**config.mk**
```make
export PLATFORM = sky130hd
export DESIGN_NAME = lane_align_rx
export DESIGN_NICKNAME = d
export VERILOG_FILES = /design/src/rtl/lane_align_pkg.sv /design/src/rtl/lane_align_dp.sv /design/src/rtl/lane_align_ctrl.sv /design/src/rtl/lane_align_rx.sv
export SDC_FILE = /design/constraint.sdc
export NUM_CORES = 1
export LEC_CHECK = 0
export ABC_CLOCK_PERIOD_IN_PS = 9330
export CORE_MARGIN = 2
export CORE_UTILIZATION = 60
export CTS_CLUSTER_DIAMETER = 200
export DETAILED_ROUTE_END_ITERATION = 8
export DONT_BUFFER_PORTS = 1
export GPL_ROUTABILITY_DRIVEN = 0
export HOLD_SLACK_MARGIN = 0.1
export PLACE_DENSITY = 0.87
export SYNTH_ARGS = -nofsm -noshare
export SYNTH_HDL_FRONTEND = slang
export SYNTH_HIERARCHICAL = 1
export SYNTH_SLANG_ARGS = --single-unit
```
**constraint.sdc**
```tcl
create_clock -name clk -period 9.33 [get_ports clk]
set_input_delay 1.866 -clock clk [delete_from_list [all_inputs] [get_ports clk]]
set_output_delay 1.866 -clock clk [all_outputs]
set_load 0.02 [all_outputs]
```
**src/rtl/lane_align_pkg.sv**
```systemverilog
package lane_align_pkg;

  localparam logic [7:0] CH_START = 8'h1C;  // multiframe start
  localparam logic [7:0] CH_ALIGN = 8'h7C;  // multiframe end / lane align
  localparam logic [7:0] CH_CONF  = 8'h9C;  // configuration follows
  localparam logic [7:0] CH_FRAME = 8'hFC;  // frame end substitute

  localparam int CFG_FIRST  = 2;  // first config position in the second multiframe
  localparam int CFG_OCTETS = 7;

  typedef enum logic [1:0] {
    ST_IDLE,
    ST_HUNT,
    ST_SEQ,
    ST_DATA
  } laState_t;

  typedef struct packed {
    logic cntClear;  // current octet is position 0
    logic cntStep;   // advance position counters
    logic outEn;     // present current octet as user data
  } laStrobe_t;

endpackage

```
**src/rtl/lane_align_dp.sv**
```systemverilog
module lane_align_dp
  import lane_align_pkg::*;
#(
  parameter int F_W = 8,
  parameter int K_W = 5,
  localparam int POS_W = F_W + K_W
) (
  input  logic             clk,
  input  logic             rstN,
  input  laStrobe_t        strb,
  input  logic [7:0]       inOctet,
  input  logic             inCtrl,
  input  logic [F_W-1:0]   octPerFrameM1,
  input  logic [K_W-1:0]   frmPerMfM1,
  input  logic [4:0]       cfgLanesM1,
  input  logic [7:0]       cfgConvM1,
  input  logic [4:0]       cfgSampM1,
  input  logic [4:0]       cfgResM1,
  input  logic [4:0]       cfgTotM1,
  input  logic [1:0]       cfgCtrlBits,
  output logic [POS_W-1:0] mfPos,
  output logic [1:0]       mfIdx,
  output logic             atFrameEnd,
  output logic             atMfEnd,
  output logic             inCfgSlot,
  output logic             cfgBad,
  output logic             outValid,
  output logic [7:0]       outOctet,
  output logic             outCtrl,
  output logic             outFrameEnd,
  output logic             outMfEnd
);

  logic [F_W-1:0]   framePos;
  logic [K_W-1:0]   frameCnt;
  logic [POS_W-1:0] mfPosQ;
  logic [1:0]       mfIdxQ;

  // source of the step: zeros when the current octet is the first start char
  logic [F_W-1:0]   srcFp;
  logic [K_W-1:0]   srcFc;
  logic [POS_W-1:0] srcMp;
  logic [1:0]       srcMi;
  logic             srcFrameEnd;
  logic             srcMfEnd;

  always_comb begin
    srcFp       = strb.cntClear ? '0 : framePos;
    srcFc       = strb.cntClear ? '0 : frameCnt;
    srcMp       = strb.cntClear ? '0 : mfPosQ;
    srcMi       = strb.cntClear ? '0 : mfIdxQ;
    srcFrameEnd = (srcFp == octPerFrameM1);
    srcMfEnd    = srcFrameEnd && (srcFc == frmPerMfM1);
  end

  always_ff @(posedge clk) begin
    if (!rstN) begin
      framePos <= '0;
      frameCnt <= '0;
      mfPosQ   <= '0;
      mfIdxQ   <= '0;
    end else if (strb.cntStep) begin
      framePos <= srcFrameEnd ? '0 : srcFp + 1'b1;
      frameCnt <= srcMfEnd ? '0 : (srcFrameEnd ? srcFc + 1'b1 : srcFc);
      mfPosQ   <= srcMfEnd ? '0 : srcMp + 1'b1;
      mfIdxQ   <= srcMfEnd ? srcMi + 2'd1 : srcMi;
    end
  end

  assign mfPos      = mfPosQ;
  assign mfIdx      = mfIdxQ;
  assign atFrameEnd = (framePos == octPerFrameM1);
  assign atMfEnd    = atFrameEnd && (frameCnt == frmPerMfM1);

  // configuration slot decode and compare
  logic [POS_W-1:0] cfgOff;
  logic [2:0]       cfgSel;
  logic [7:0]       cfgExp;

  always_comb begin
    cfgOff    = mfPosQ - POS_W'(CFG_FIRST);
    cfgSel    = cfgOff[2:0];
    inCfgSlot = (mfIdxQ == 2'd1) && (mfPosQ >= POS_W'(CFG_FIRST))
                && (mfPosQ < POS_W'(CFG_FIRST + CFG_OCTETS));
    case (cfgSel)
      3'd0:    cfgExp = 8'(cfgLanesM1);
      3'd1:    cfgExp = cfgConvM1;
      3'd2:    cfgExp = 8'(octPerFrameM1);
      3'd3:    cfgExp = 8'(cfgSampM1);
      3'd4:    cfgExp = 8'(cfgResM1);
      3'd5:    cfgExp = 8'(cfgTotM1);
      3'd6:    cfgExp = 8'(cfgCtrlBits);
      default: cfgExp = 8'h00;
    endcase
    cfgBad = inCfgSlot && (inCtrl || (inOctet != cfgExp));
  end

  // user data register
  always_ff @(posedge clk) begin
    if (!rstN) begin
      outValid    <= 1'b0;
      outOctet    <= '0;
      outCtrl     <= 1'b0;
      outFrameEnd <= 1'b0;
      outMfEnd    <= 1'b0;
    end else begin
      outValid <= strb.outEn;
      if (strb.outEn) begin
        outOctet    <= inOctet;
        outCtrl     <= inCtrl;
        outFrameEnd <= atFrameEnd;
        outMfEnd    <= atMfEnd;
      end
    end
  end


  pos_consistent_chk: assert property (@(posedge clk) disable iff (!rstN)
    mfPosQ == (POS_W'(frameCnt) * (POS_W'(octPerFrameM1) + 1'b1) + POS_W'(framePos)));


  stall_hold_chk: assert property (@(posedge clk) disable iff (!rstN)
    !strb.cntStep |=> $stable(mfPosQ) && $stable(mfIdxQ));


  mf_end_frame_end_chk: assert property (@(posedge clk) disable iff (!rstN)
    outMfEnd |-> outFrameEnd);

endmodule

```
**src/rtl/lane_align_ctrl.sv**
```systemverilog
module lane_align_ctrl
  import lane_align_pkg::*;
#(
  parameter int POS_W     = 13,
  parameter int ERR_LIMIT = 4,
  localparam int ERR_W    = $clog2(ERR_LIMIT + 1)
) (
  input  logic             clk,
  input  logic             rstN,
  input  logic             start,
  input  logic             inValid,
  input  logic [7:0]       inOctet,
  input  logic             inCtrl,
  input  logic [POS_W-1:0] mfPos,
  input  logic [1:0]       mfIdx,
  input  logic             atFrameEnd,
  input  logic             atMfEnd,
  input  logic             inCfgSlot,
  input  logic             cfgBad,
  output laStrobe_t        strb,
  output logic             linkUp,
  output logic             seqErr,
  output logic             cfgErr,
  output logic             alignErr,
  output logic             resyncReq
);

  laState_t   st, stNext;
  logic [ERR_W-1:0] errCnt;

  logic isStart, isAlign, isConf, isFrame;
  logic seqBad, cfgHit, alignBad;

  always_comb begin
    isStart = inCtrl && (inOctet == CH_START);
    isAlign = inCtrl && (inOctet == CH_ALIGN);
    isConf  = inCtrl && (inOctet == CH_CONF);
    isFrame = inCtrl && (inOctet == CH_FRAME);
  end

  always_comb begin
    stNext   = st;
    strb     = '0;
    seqBad   = 1'b0;
    cfgHit   = 1'b0;
    alignBad = 1'b0;
    if (start) begin
      stNext = ST_HUNT;
    end else if (inValid) begin
      case (st)
        ST_HUNT: begin
          if (isStart) begin
            strb.cntClear = 1'b1;
            strb.cntStep  = 1'b1;
            stNext        = ST_SEQ;
          end
        end
        ST_SEQ: begin
          strb.cntStep = 1'b1;
          if (mfPos == '0)                          seqBad = !isStart;
          else if (atMfEnd)                         seqBad = !isAlign;
          else if (mfIdx == 2'd1 && mfPos == POS_W'(1)) seqBad = !isConf;
          else if (inCfgSlot)                       cfgHit = cfgBad;
          else                                      seqBad = inCtrl;
          if (seqBad)                               stNext = ST_HUNT;
          else if (atMfEnd && mfIdx == 2'd3)        stNext = ST_DATA;
        end
        ST_DATA: begin
          strb.cntStep = 1'b1;
          strb.outEn   = 1'b1;
          alignBad     = (isAlign && !atMfEnd) || (isFrame && !atFrameEnd);
        end
        default: ;
      endcase
    end
  end

  always_ff @(posedge clk) begin
    if (!rstN) begin
      st        <= ST_IDLE;
      seqErr    <= 1'b0;
      cfgErr    <= 1'b0;
      alignErr  <= 1'b0;
      resyncReq <= 1'b0;
      errCnt    <= '0;
    end else if (start) begin
      st        <= stNext;
      seqErr    <= 1'b0;
      cfgErr    <= 1'b0;
      alignErr  <= 1'b0;
      resyncReq <= 1'b0;
      errCnt    <= '0;
    end else begin
      st <= stNext;
      if (seqBad)   seqErr   <= 1'b1;
      if (cfgHit)   cfgErr   <= 1'b1;
      if (alignBad) alignErr <= 1'b1;
      if (alignBad && errCnt != ERR_W'(ERR_LIMIT)) errCnt <= errCnt + 1'b1;
      if (alignBad && errCnt == ERR_W'(ERR_LIMIT - 1)) resyncReq <= 1'b1;
    end
  end

  assign linkUp = (st == ST_DATA);


  data_entry_chk: assert property (@(posedge clk) disable iff (!rstN)
    $rose(linkUp) |-> $past(inValid && isAlign && !start));


  resync_needs_err_chk: assert property (@(posedge clk) disable iff (!rstN)
    resyncReq |-> alignErr);


  start_clears_chk: assert property (@(posedge clk) disable iff (!rstN)
    start |=> !linkUp && !seqErr && !cfgErr && !alignErr && !resyncReq);


  seq_err_sticky_chk: assert property (@(posedge clk) disable iff (!rstN)
    seqErr && !start |=> seqErr);


  stall_link_chk: assert property (@(posedge clk) disable iff (!rstN)
    !inValid && !start |=> $stable(linkUp));

endmodule

```
**src/rtl/lane_align_rx.sv**
```systemverilog
module lane_align_rx
  import lane_align_pkg::*;
#(
  parameter int F_W       = 8,
  parameter int K_W       = 5,
  parameter int ERR_LIMIT = 4,
  localparam int POS_W    = F_W + K_W
) (
  input  logic           clk,
  input  logic           rstN,
  input  logic           start,
  input  logic           inValid,
  input  logic [7:0]     inOctet,
  input  logic           inCtrl,
  input  logic [4:0]     cfgLanesM1,
  input  logic [7:0]     cfgConvM1,
  input  logic [F_W-1:0] cfgOctM1,
  input  logic [4:0]     cfgSampM1,
  input  logic [4:0]     cfgResM1,
  input  logic [4:0]     cfgTotM1,
  input  logic [1:0]     cfgCtrlBits,
  input  logic [K_W-1:0] cfgFrmM1,
  output logic           linkUp,
  output logic           outValid,
  output logic [7:0]     outOctet,
  output logic           outCtrl,
  output logic           outFrameEnd,
  output logic           outMfEnd,
  output logic           seqErr,
  output logic           cfgErr,
  output logic           alignErr,
  output logic           resyncReq
);

  laStrobe_t        strb;
  logic [POS_W-1:0] mfPos;
  logic [1:0]       mfIdx;
  logic             atFrameEnd, atMfEnd, inCfgSlot, cfgBad;

  lane_align_ctrl #(
    .POS_W     (POS_W),
    .ERR_LIMIT (ERR_LIMIT)
  ) u_ctrl (
    .clk        (clk),
    .rstN       (rstN),
    .start      (start),
    .inValid    (inValid),
    .inOctet    (inOctet),
    .inCtrl     (inCtrl),
    .mfPos      (mfPos),
    .mfIdx      (mfIdx),
    .atFrameEnd (atFrameEnd),
    .atMfEnd    (atMfEnd),
    .inCfgSlot  (inCfgSlot),
    .cfgBad     (cfgBad),
    .strb       (strb),
    .linkUp     (linkUp),
    .seqErr     (seqErr),
    .cfgErr     (cfgErr),
    .alignErr   (alignErr),
    .resyncReq  (resyncReq)
  );

  lane_align_dp #(
    .F_W (F_W),
    .K_W (K_W)
  ) u_dp (
    .clk           (clk),
    .rstN          (rstN),
    .strb          (strb),
    .inOctet       (inOctet),
    .inCtrl        (inCtrl),
    .octPerFrameM1 (cfgOctM1),
    .frmPerMfM1    (cfgFrmM1),
    .cfgLanesM1    (cfgLanesM1),
    .cfgConvM1     (cfgConvM1),
    .cfgSampM1     (cfgSampM1),
    .cfgResM1      (cfgResM1),
    .cfgTotM1      (cfgTotM1),
    .cfgCtrlBits   (cfgCtrlBits),
    .mfPos         (mfPos),
    .mfIdx         (mfIdx),
    .atFrameEnd    (atFrameEnd),
    .atMfEnd       (atMfEnd),
    .inCfgSlot     (inCfgSlot),
    .cfgBad        (cfgBad),
    .outValid      (outValid),
    .outOctet      (outOctet),
    .outCtrl       (outCtrl),
    .outFrameEnd   (outFrameEnd),
    .outMfEnd      (outMfEnd)
  );

endmodule

```
==> results.md, run 1 <==
- Run status: finished clean
- Sum of routed wire length over all layers: 9220 um
- Layout overhead on the synthesized area: 3.05%
- Detail Placement HPWL: 6710 um
- Source of the worst hold timing path: u_ctrl/errCnt[1]
- Die Footprint: 6790 sq um
- Biggest area contributors in the synthesized netlist: dfxtp_1 27%, mux2i_1 4.9%, nand2_1 4.9%
- Cell-by-cell listing of the critical path: or3_1 -> nor3_1 -> nand2_1 -> nor2_2 -> buf_4 -> inv_1 -> o21ai_0 -> a22o_1 -> nand3_1 -> o21ai_1 -> o221ai_1
- Pwr/cell area: 110 nW/um^2
- Synth Area in Compound Gates: 18.8%
- Pins Over Slew Limit: 0
- First-pass GRT wire length: 15100 um
- Area share of the leading cell type in the synthesized netlist: 26.6%
- Buffers on Ports: 0
- Number of antenna violations at the first check in global routing: 0
- Worst reg-to-reg path cell count: 12
- End point of the most critical hold path: u_ctrl/errCnt[1]
- Via total after detailed routing: 3560
- Sequential share of the synthesized area: 26.6%
- Fmax: 200 MHz
- Clock root cell: clkbuf_8
- Count of cell types in the netlist: 67
- Final antenna-violating net count: 0
- Setup-violating endpoint count in the final report: 0
- Post-Layout Inst Area: 3800 sq um
- Number of remaining DRC errors: 0
- Layout cell share with drive strength beyond 1: 6.37%
- DRT Pass-1 Iters: 5
- Post-placement cell area: 3680 sq um
- Post-synthesis sequential element count: 49
- Largest delay share family, worst path: simple AND/OR/NAND/NOR gates
- Clock tree from TritonCTS: built
- Post-layout net count: 521
- FF-to-FF End: u_ctrl/cfgErr
- Clk buf depth: 2
- Number of warnings issued by yosys: 6
- Slowest cell delay on critical path: 0.62 ns
- Cell at the slowest stage of the critical path: o21ai_1
- Final worst path period need: 4.99 ns
- P_leak: 1.25 nW
- Largest net degree at the start of global routing: 37
- Rel. slew slack: 47.3%
- Share of the synthesized netlist area taken by xor and xnor gates: 5.47%
- Top-Level Pins: 73
- MaxCap Viol Count: 0
- Category of the most critical setup path: input port to flop
- Final sum of negative setup slack: 0 ns
- Ratio of final minimum period to clock period: 53.5%
- Critical path data arrival time: 5.16 ns
- Number of core rows: 28
- Actual transition at the worst max-transition pin: 0.770 ns
- Residual overflow from global routing: 0
- Clock Skews: 0.00535 ns
- Final Hold Viols: 0
- Maximum vdd drop: 0.0693 mV
- Violation count after the first detailed-routing iteration: 374
- Number of nets in the synthesized netlist: 540
- Die span in x: 82.4 um
- Number of buffers added by the clock tree synthesis step: 5
- Count of buffer and inverter cells on the critical path: 2
- Unrepaired setup endpoints after global routing: no
- Clk_lat worst skew: 0.31 ns
- Multiplexer share of the synthesized area: 8.55%
- Cell count after synthesis: 473
- Number of global-route vias before repair: 3232
- Sinks on the clock net: 49
- WL per Instance: 17.4 um
- Setup fix buffers added after clock tree synthesis: 0
- Total routing resource utilization after global routing: 28.3%
- Critical-path maximum fanout: 36
- Main combinational cell family by area after synthesis: simple AND/OR/NAND/NOR gates
- Fraction of registers with async set/reset: 0%
- Antenna diodes: 0
- Area of the core: 5920 sq um
- Initial standard-cell utilization of the core: 62.3%
- Worst setup EP type: flop
- Data required time of the worst path: 9.50 ns
- Die outline height: 82.4 um
- EDFF count, synth: 0
- Mapped Avg Cell Area: 7.79 sq um
- Adder-cell area share of the yosys netlist: 3.73%
- Commonest register cell after synthesis: dfxtp_1
- Count of cells along the worst hold path: 2
- Worst Setup Start Kind: input port
- Summed instance area of the synthesized netlist: 3690 sq um
- Per-cell via count in the routed design: 6.72
- Kind of path behind the tightest hold check: flop to flop
- Total number of H-tree levels: 2
- CTS clk-pin slew, worst paths: 0.09 ns
- Worst reg2reg startpoint: u_dp/mfPos[1]
- CTS hold repair buffers: 0
- Worst reg-to-reg setup slack: 5.89 ns
- Post-CTS resize count: 0
- Cell accounting for the most synthesized area: dfxtp_1
- Basic-gate share of the synthesized area counting and, or, nand and nor cells: 31.7%
==> synth_stat cells, drive strengths merged, types with 3 or more instances <==
cell,count
mux2,6
nand4,12
or3,4
xnor2,14
o311ai,4
dfxtp,49
nand3,18
and3,9
a32oi,3
o22ai,9
nor2,48
a31oi,6
buf,10
a22oi,6
a21oi,20
a211oi,4
o21ai,25
nand3b,3
clkbuf,18
and2,4
nor2b,10
nand4b,7
o211ai,5
nor3,8
nor4bb,4
a22o,3
nand2,49
xor2,9
o221ai,3
mux2i,18
ha,11
mux4,3
nor4,13
inv,17
a221oi,3
nand2b,7
==> final cells by class <==
class | count | area [sq um]
clock buffer | 6 | 82.6
clock inverter | 2 | 37.5
fill | 476 | 2120
inverter | 19 | 71.3
multi-input combinational | 377 | 2520
sequential | 49 | 981
tap | 75 | 93.8
timing repair buffer | 2 | 15.0
==> worst min-delay path, cell delays in order (launching register included) <==
cell,delay (ns)
dfxtp_1,0.34
nand2_1,0.06
a21oi_1,0.06
==> logic make-up (layout without fill, tap and decap cells) <==
group                      count (synthesis)  count (layout)
and+or+nand+nor                          212             212
AOI/OAI and AO/OA                        104             104
DFF                                       49              49
buffers and inverters                     47              29
muxes                                     27              27
xor gates and xnor gates                  23              23
adders and majority gates                 11              11
==> power by group <==
group          total [mW]  internal, mW  switching [mW]  leakage [nW]
Sequential          0.213         0.211         0.00253         0.395
Clock               0.162        0.0873          0.0751        0.0574
Combinational      0.0422        0.0192          0.0230         0.798
Total               0.418         0.317           0.101          1.25
==> per-layer routing <==
layer | GRT usage [%] | vias to the layer above | share of wire, %
li1 | - | 1707 | -
met1 | 35.3 | 1645 | 40
met2 | 47.7 | 183 | 48
met3 | 6.96 | 25 | 9.4
met4 | 9.17 | 0 | 2.1
met5 | 0 | - | 0
==> sequential cells by signal, summed over array words and instances, names as in the netlist <==
| signal | cells |
|---|---|
| u_ctrl/resyncReq | 1 |
| u_dp/outFrameEnd | 1 |
| u_ctrl/cfgErr | 1 |
| u_dp/outMfEnd | 1 |
| u_dp/mfIdx | 2 |
| u_dp/outCtrl | 1 |
| u_dp/frameCnt | 5 |
| u_dp/outValid | 1 |
| u_dp/outOctet | 8 |
| u_dp/mfPos | 13 |
| u_dp/framePos | 8 |
| u_ctrl/errCnt | 3 |
| u_ctrl/seqErr | 1 |
| u_ctrl/st | 2 |
| u_ctrl/alignErr | 1 |
==> placed cells by master (no fill, tap or decap), types with 3 or more instances in the layout <==
master / instances
a21oi_1: 20
o221ai_1: 3
nor2b_1: 10
o21ai_1: 3
o311ai_0: 4
mux2_2: 6
or3_1: 3
dfxtp_1: 49
ha_1: 11
a211oi_1: 4
o22ai_1: 9
o211ai_1: 5
nand2_1: 48
nand2b_1: 7
a31oi_1: 6
a22o_1: 3
clkbuf_8: 6
nand3b_1: 3
nor2_1: 47
inv_1: 17
nor3_1: 7
xnor2_1: 14
nor4_1: 13
o21ai_0: 22
nand4b_1: 7
xor2_1: 9
mux4_2: 3
nand4_1: 12
a221oi_1: 3
nand3_1: 18
nor4bb_1: 4
a22oi_1: 6
and2_1: 3
and3_1: 9
mux2i_1: 18
==> stage by stage <==
step | util [%] | setup WS, ns | hold WS (ns) | cells | power [mW]
2_1_floorplan | - | 4.46 | 0.449 | 473 | 0.253
3_3_place_gp | 62.1 | 4.23 | 0.464 | 522 | 0.258
3_5_place_dp | 62.1 | 4.14 | 0.484 | 522 | 0.259
4_1_cts | 64.2 | 4.44 | 0.498 | 530 | 0.421
5_1_grt | 64.2 | 3.99 | 0.519 | 530 | 0.433
6_report | 64.2 | 4.34 | 0.494 | 530 | 0.418
==> worst max-delay path by stage <==
stage	startpoint	endpoint	cells after the start
global placement	inOctet[5]	u_dp/mfIdx[1]	11
detailed placement	inOctet[5]	u_dp/mfPos[9]	11
finish	inOctet[5]	u_dp/mfPos[9]	11
CTS	inOctet[5]	u_dp/mfPos[9]	11
global route	inOctet[5]	u_dp/mfPos[9]	11
floorplan	inOctet[5]	u_dp/mfPos[10]	15
No activity file was read; power rests on OpenSTA's default activity.
==> inputs of run 2 (changes only) <==
--- a/config.mk
+++ b/config.mk
@@ -5,9 +5,9 @@
 export SDC_FILE = /design/constraint.sdc
 export NUM_CORES = 1
 export LEC_CHECK = 0
-export ABC_CLOCK_PERIOD_IN_PS = 9330
+export ABC_CLOCK_PERIOD_IN_PS = 4200
 export CORE_MARGIN = 2
-export CORE_UTILIZATION = 60
+export CORE_UTILIZATION = 58
 export CTS_CLUSTER_DIAMETER = 200
 export DETAILED_ROUTE_END_ITERATION = 8
 export DONT_BUFFER_PORTS = 1
==> constraint.sdc (replaced) <==
create_clock -name clk -period 4.2 [get_ports clk]
set_input_delay 0.84 -clock clk [delete_from_list [all_inputs] [get_ports clk]]
set_output_delay 0.84 -clock clk [all_outputs]
set_load 0.02 [all_outputs]
==> run 2 against run 1 <==
Effect of this change:
- worst hold slack worse by 0.0095 ns
- cell area up 0.59%
- core utilization down 2.9 points
- non-clock buffer count up 5
- critical path type unchanged
- largest power group unchanged
- highest routed layer unchanged
==> results.md, run 2 (same netlist as run 1, synthesis figures left out) <==
- Run status: finished clean
- Pins Over Slew Limit: 0
- FF-to-FF End: u_ctrl/cfgErr
- Unrepaired setup endpoints after global routing: no
- Die span in x: 83.7 um
- Worst reg2reg startpoint: u_dp/mfPos[1]
- Buffers on Ports: 0
- Residual overflow from global routing: 0
- Top-Level Pins: 73
- Via total after detailed routing: 3677
- Final sum of negative setup slack: 0 ns
- Final worst setup slack: 0.723 ns
- Worst reg-to-reg path cell count: 12
- Violation count after the first detailed-routing iteration: 258
- Maximum vdd drop: 0.166 mV
- Die Footprint: 7010 sq um
- CTS clk-pin slew, worst paths: 0.09 ns
- Die outline height: 83.7 um
- Setup-violating endpoint count in the final report: 0
- Clock tree from TritonCTS: built
- Flip-flop count of the largest register, all copies and words added: 13
- Total number of H-tree levels: 2
- Total routing resource utilization after global routing: 27.1%
- Setup fix buffers added after clock tree synthesis: 0
- Antenna diodes: 0
- Number of global-route vias before repair: 3480
- Number of fill cells in the layout: 529
- Critical path data arrival time: 3.66 ns
- Number of buffers added by the clock tree synthesis step: 5
- Final antenna-violating net count: 0
- Kind of path behind the tightest hold check: flop to flop
- Actual transition at the worst max-transition pin: 0.780 ns
- Sinks on the clock net: 49
- Number of antenna violations at the first check in global routing: 0
- Pwr/cell area: 226 nW/um^2
- Ratio of final minimum period to clock period: 82.8%
- Layout cell share with drive strength beyond 1: 7.39%
- Layout overhead on the synthesized area: 3.67%
- Clock Skews: 0.00879 ns
- Place WS: 0.485 ns
- WL per Instance: 18.1 um
- Worst reg-to-reg setup slack: 0.77 ns
- Rel. slew slack: 46.7%
- Worst Setup Start Kind: input port
- Largest net degree at the start of global routing: 37
- Area of the core: 6240 sq um
- Critical-path maximum fanout: 36
- End point of the most critical hold path: u_ctrl/errCnt[1]
- DRT Pass-1 Iters: 5
- First-pass GRT wire length: 16000 um
- CTS hold repair buffers: 0
- Initial standard-cell utilization of the core: 59.1%
- Source of the worst hold timing path: u_ctrl/errCnt[1]
- Fmax: 288 MHz
- Final worst path period need: 3.48 ns
- Number of remaining DRC errors: 0
- P_leak: 1.26 nW
- Clk_lat worst skew: 0.31 ns
- Worst setup EP type: flop
- Sum of routed wire length over all layers: 9710 um
- Most common library cell in the layout ignoring fill and taps: dfxtp_1
- Category of the most critical setup path: input port to flop
- Clk buf depth: 2
- Post-layout net count: 526
- Data required time of the worst path: 4.38 ns
- Clock root cell: clkbuf_8
- Post-CTS resize count: 0
- Number of core rows: 29
- Final Hold Viols: 0
- Per-cell via count in the routed design: 6.85
- Detail Placement HPWL: 7140 um
- Commonest cells after routing, fill and taps aside: 49 x dfxtp_1, 48 x nand2_1, 47 x nor2_1
- MaxCap Viol Count: 0
- Count of cells along the worst hold path: 2
==> run 2: power breakdown <==
| group | internal (mW) | leakage, nW | total (mW) | switching, mW |
|---|---|---|---|---|
| Combinational | 0.0434 | 0.822 | 0.0946 | 0.0512 |
| Sequential | 0.468 | 0.395 | 0.474 | 0.00529 |
| Clock | 0.119 | 0.0445 | 0.296 | 0.177 |
==> run 2: area by class of cell <==
cell class | instances | area, sq um | area share (%)
multi-input cells | 377 | 2520 | 65.9
flip-flops and latches | 49 | 981 | 25.7
well taps | 77 | 96.3 | 2.52
inverters | 19 | 71.3 | 1.87
clock buffers | 5 | 68.8 | 1.80
repair buffers | 7 | 65.1 | 1.70
clock inverters | 3 | 21.3 | 0.557
==> run 2: worst max-delay path, stage by stage <==
cell and delay (ns):
or3_1 0.40, nor3_1 0.34, nand2_1 0.18, nor2_2 0.19, buf_12 0.20, inv_1 0.16
o21ai_0 0.12, a22o_1 0.15, nand3_1 0.32, o21ai_1 0.53, o221ai_1 0.20
==> run 2: worst max path at each step <==
| stage | start | endpoint | cells past startpoint |
|---|---|---|---|
| 2_1_floorplan | inOctet[5] | u_dp/mfPos[10] | 15 |
| 3_3_place_gp | inOctet[5] | u_dp/mfIdx[1] | 11 |
| 3_5_place_dp | inOctet[5] | u_dp/mfPos[9] | 11 |
| 4_1_cts | inOctet[5] | u_dp/mfPos[9] | 11 |
| 5_1_grt | inOctet[5] | u_dp/mfPos[9] | 11 |
| 6_report | inOctet[5] | u_dp/mfPos[9] | 11 |
==> run 2: layer usage <==
metal	share of wire [%]	up-vias	routed length, um	global-route usage (%)
met4	3.6	0	347	12.8
met3	8.4	36	812	5.04
met1	41	1725	3970	34.6
met5	0	-	0	0
li1	-	1717	-	-
met2	47	199	4580	44.3
==> run 2: metrics by stage <==
step	hold slack (ns)	power, mW	cells	utilization (%)	cell area [sq um]
final	0.484	0.864	537	61.2	3820
after CTS	0.488	0.865	537	61.2	3820
after global placement	0.461	0.573	529	59.8	3730
after detailed placement	0.475	0.577	529	59.8	3730
after floorplan	0.449	0.562	473	-	3690
after global routing	0.517	0.895	537	61.2	3820
==> inputs of run 3 (changes only) <==
--- a/config.mk
+++ b/config.mk
@@ -5,9 +5,10 @@
 export SDC_FILE = /design/constraint.sdc
 export NUM_CORES = 1
 export LEC_CHECK = 0
-export ABC_CLOCK_PERIOD_IN_PS = 4200
+export ABC_AREA = 1
+export ABC_CLOCK_PERIOD_IN_PS = 3300
 export CORE_MARGIN = 2
-export CORE_UTILIZATION = 58
+export CORE_UTILIZATION = 60
 export CTS_CLUSTER_DIAMETER = 200
 export DETAILED_ROUTE_END_ITERATION = 8
 export DONT_BUFFER_PORTS = 1
==> constraint.sdc (replaced) <==
create_clock -name clk -period 3.3 [get_ports clk]
set_input_delay 0.66 -clock clk [delete_from_list [all_inputs] [get_ports clk]]
set_output_delay 0.66 -clock clk [all_outputs]
set_load 0.02 [all_outputs]
==> run 3 against run 2 <==
Effect of this change:
- total power is 29% higher
- final cell count is 41% higher
- synthesized area is 7.6% higher
- critical path depth is 7 higher
- critical endpoint is now u_ctrl/cfgErr
==> results.md, run 3 <==
- Run status: finished clean
- Setup-violating endpoint count in the final report: 0
- Kind of path behind the tightest hold check: input port to flop
- Worst setup EP type: flop
- Sum of routed wire length over all layers: 10100 um
- Number of antenna violations at the first check in global routing: 0
- Detail Placement HPWL: 7630 um
- Final Hold Viols: 0
- Number of global-route vias before repair: 3853
- Via total after detailed routing: 4258
- Number of remaining DRC errors: 0
- EDFF count, synth: 0
- Summed instance area of the synthesized netlist: 3970 sq um
- Pins Over Slew Limit: 0
- Commonest cells after routing, fill and taps aside: 209 x nand2_1, 96 x inv_1, 89 x nor2_1
- Post-synthesis sequential element count: 49
- Clock root cell: clkbuf_8
- Actual transition at the worst max-transition pin: 0.801 ns
- Setup fix buffers added after clock tree synthesis: 0
- CTS clk-pin slew, worst paths: 0.09 ns
- P_leak: 1.95 nW
- Commonest register cell after synthesis: dfxtp_1
- Flip-flop count of the largest register, all copies and words added: 13
- Cell count after synthesis: 682
- Critical path data arrival time: 3.00 ns
- Maximum vdd drop: 0.221 mV
- Count of cell types in the netlist: 37
- Clk_lat worst skew: 0.30 ns
- Per-cell via count in the routed design: 5.64
- Ratio of final minimum period to clock period: 84.5%
- Layout cell share with drive strength beyond 1: 5.75%
- Final worst path period need: 2.79 ns
- Mapped Avg Cell Area: 5.82 sq um
- Layout overhead on the synthesized area: 4.13%
- Total routing resource utilization after global routing: 27.4%
- Unrepaired setup endpoints after global routing: no
- Initial standard-cell utilization of the core: 62.1%
- Number of nets in the synthesized netlist: 749
- Data required time of the worst path: 3.51 ns
- Residual overflow from global routing: 0
- Top-Level Pins: 73
- MaxCap Viol Count: 0
- Hold Slack: 0.449 ns
- Post-CTS resize count: 0
- Place WS: 0.502 ns
- Category of the most critical setup path: flop to flop
- Worst Setup Start Kind: flop
- Pwr/cell area: 270 nW/um^2
- Die Footprint: 7280 sq um
- Fmax: 359 MHz
- Final worst setup slack: 0.511 ns
- Number of fill cells in the layout: 581
- Biggest area contributors in the synthesized netlist: dfxtp_1 25%, nand2_1 20%, inv_1 9.1%
- Number of buffers added by the clock tree synthesis step: 5
- Total number of H-tree levels: 2
- First-pass GRT wire length: 16600 um
- Area share of the leading cell type in the synthesized netlist: 24.7%
- Die span in x: 85.3 um
- CTS hold repair buffers: 0
- Final sum of negative setup slack: 0 ns
- Overall power of the completed layout: 1.12 mW
- Area of the core: 6390 sq um
- Clk buf depth: 2
- Most frequent cell after synthesis: nand2_1
- Die outline height: 85.3 um
- Fraction of registers with async set/reset: 0%
- Cell accounting for the most synthesized area: dfxtp_1
- Most common library cell in the layout ignoring fill and taps: nand2_1
- Sinks on the clock net: 49
- Critical-path maximum fanout: 19
- Clock tree from TritonCTS: built
- Rel. slew slack: 46.2%
- WL per Instance: 13.4 um
- Final antenna-violating net count: 0
- Number of core rows: 29
- DRT Pass-1 Iters: 5
- Buffers on Ports: 0
- Antenna diodes: 0
- Post-layout net count: 744
- Largest net degree at the start of global routing: 35
- Violation count after the first detailed-routing iteration: 345
- Sequential share of the synthesized area: 24.7%
- Number of warnings issued by yosys: 6
- Clock Skews: 0.00983 ns
- Top post-synthesis cells by count: 209 x nand2_1, 96 x inv_1, 89 x nor2_1
[run 3: cell types whose count changed in the layout (fill, tap and decap cells not counted), moves of 15 or more]
cell / change
nand2_1: +161
nand3_1: +38
nand4_1: +15
mux2i_1: -18
a21oi_1: +18
nor2_1: +42
inv_1: +79
[run 3: final timing paths]
kind | start | cells past startpoint | endpoint | slack [ns]
setup reg to reg | u_dp/mfPos[1] | 18 | u_ctrl/cfgErr | 0.51
setup / recovery | u_dp/mfPos[1] | 18 | u_ctrl/cfgErr | 0.51
hold / removal | rstN | 2 | u_dp/outValid | 0.45
hold reg to reg | u_dp/mfPos[8] | 2 | u_dp/mfPos[8] | 0.50
[run 3: power by group]
part | internal, mW | switching (mW)
Combinational | 0.0310 | 0.0538
Clock | 0.228 | 0.207
Sequential | 0.593 | 0.00306
Total | 0.852 | 0.264
[run 3: cell type report]
type | count | area [sq um] | area share (%)
Multi-Input combinational cell | 513 | 2510 | 60.9
Sequential cell | 49 | 981 | 23.8
Inverter | 102 | 383 | 9.27
Tap cell | 77 | 96.3 | 2.33
Clock buffer | 6 | 72.6 | 1.76
Timing Repair Buffer | 6 | 45.0 | 1.09
Clock inverter | 2 | 38.8 | 0.939
[run 3: kinds of logic (layout without fill, tap and decap cells)]
logic type	after synthesis	count (layout)	share of synthesized area (%)
AND/OR/NAND/NOR	417	417	46.1
buffers and inverters	120	116	12.1
AO/OA/AOI/OAI	70	70	10.3
XOR/XNOR	15	15	3.31
adder cells (fa/ha/maj)	11	11	3.47
flip-flops	49	49	24.7
[run 3: routing by layer]
layer	vias to the layer above	track usage (%)	share of wire [%]
met1	1886	33.8	42
met4	0	9.52	1.5
met2	196	47.4	47
met5	-	0	0
li1	2154	-	-
met3	22	5.45	9.0
[run 3: through the flow]
stage	std cells	area, sq um	util, %
global placement	747	4020	62.9
detailed placement	747	4020	62.9
finish	755	4130	64.7
global route	755	4130	64.7
floorplan	682	3970	-
CTS	755	4130	64.7
[run 3: critical path: stages (launching register included)]
cell	delay, ns
dfxtp_1	0.34
inv_1	0.13
ha_1	0.32
buf_4	0.21
inv_1	0.16
nor2_1	0.41
nand2_1	0.13
nand2_1	0.08
nand2_1	0.05
nand2_1	0.05
nand2_1	0.05
nor2_1	0.10
nand3_1	0.07
nor2_1	0.17
nor2_1	0.06
nand4_1	0.09
nor2_1	0.05
a31oi_1	0.17
nor2_1	0.06
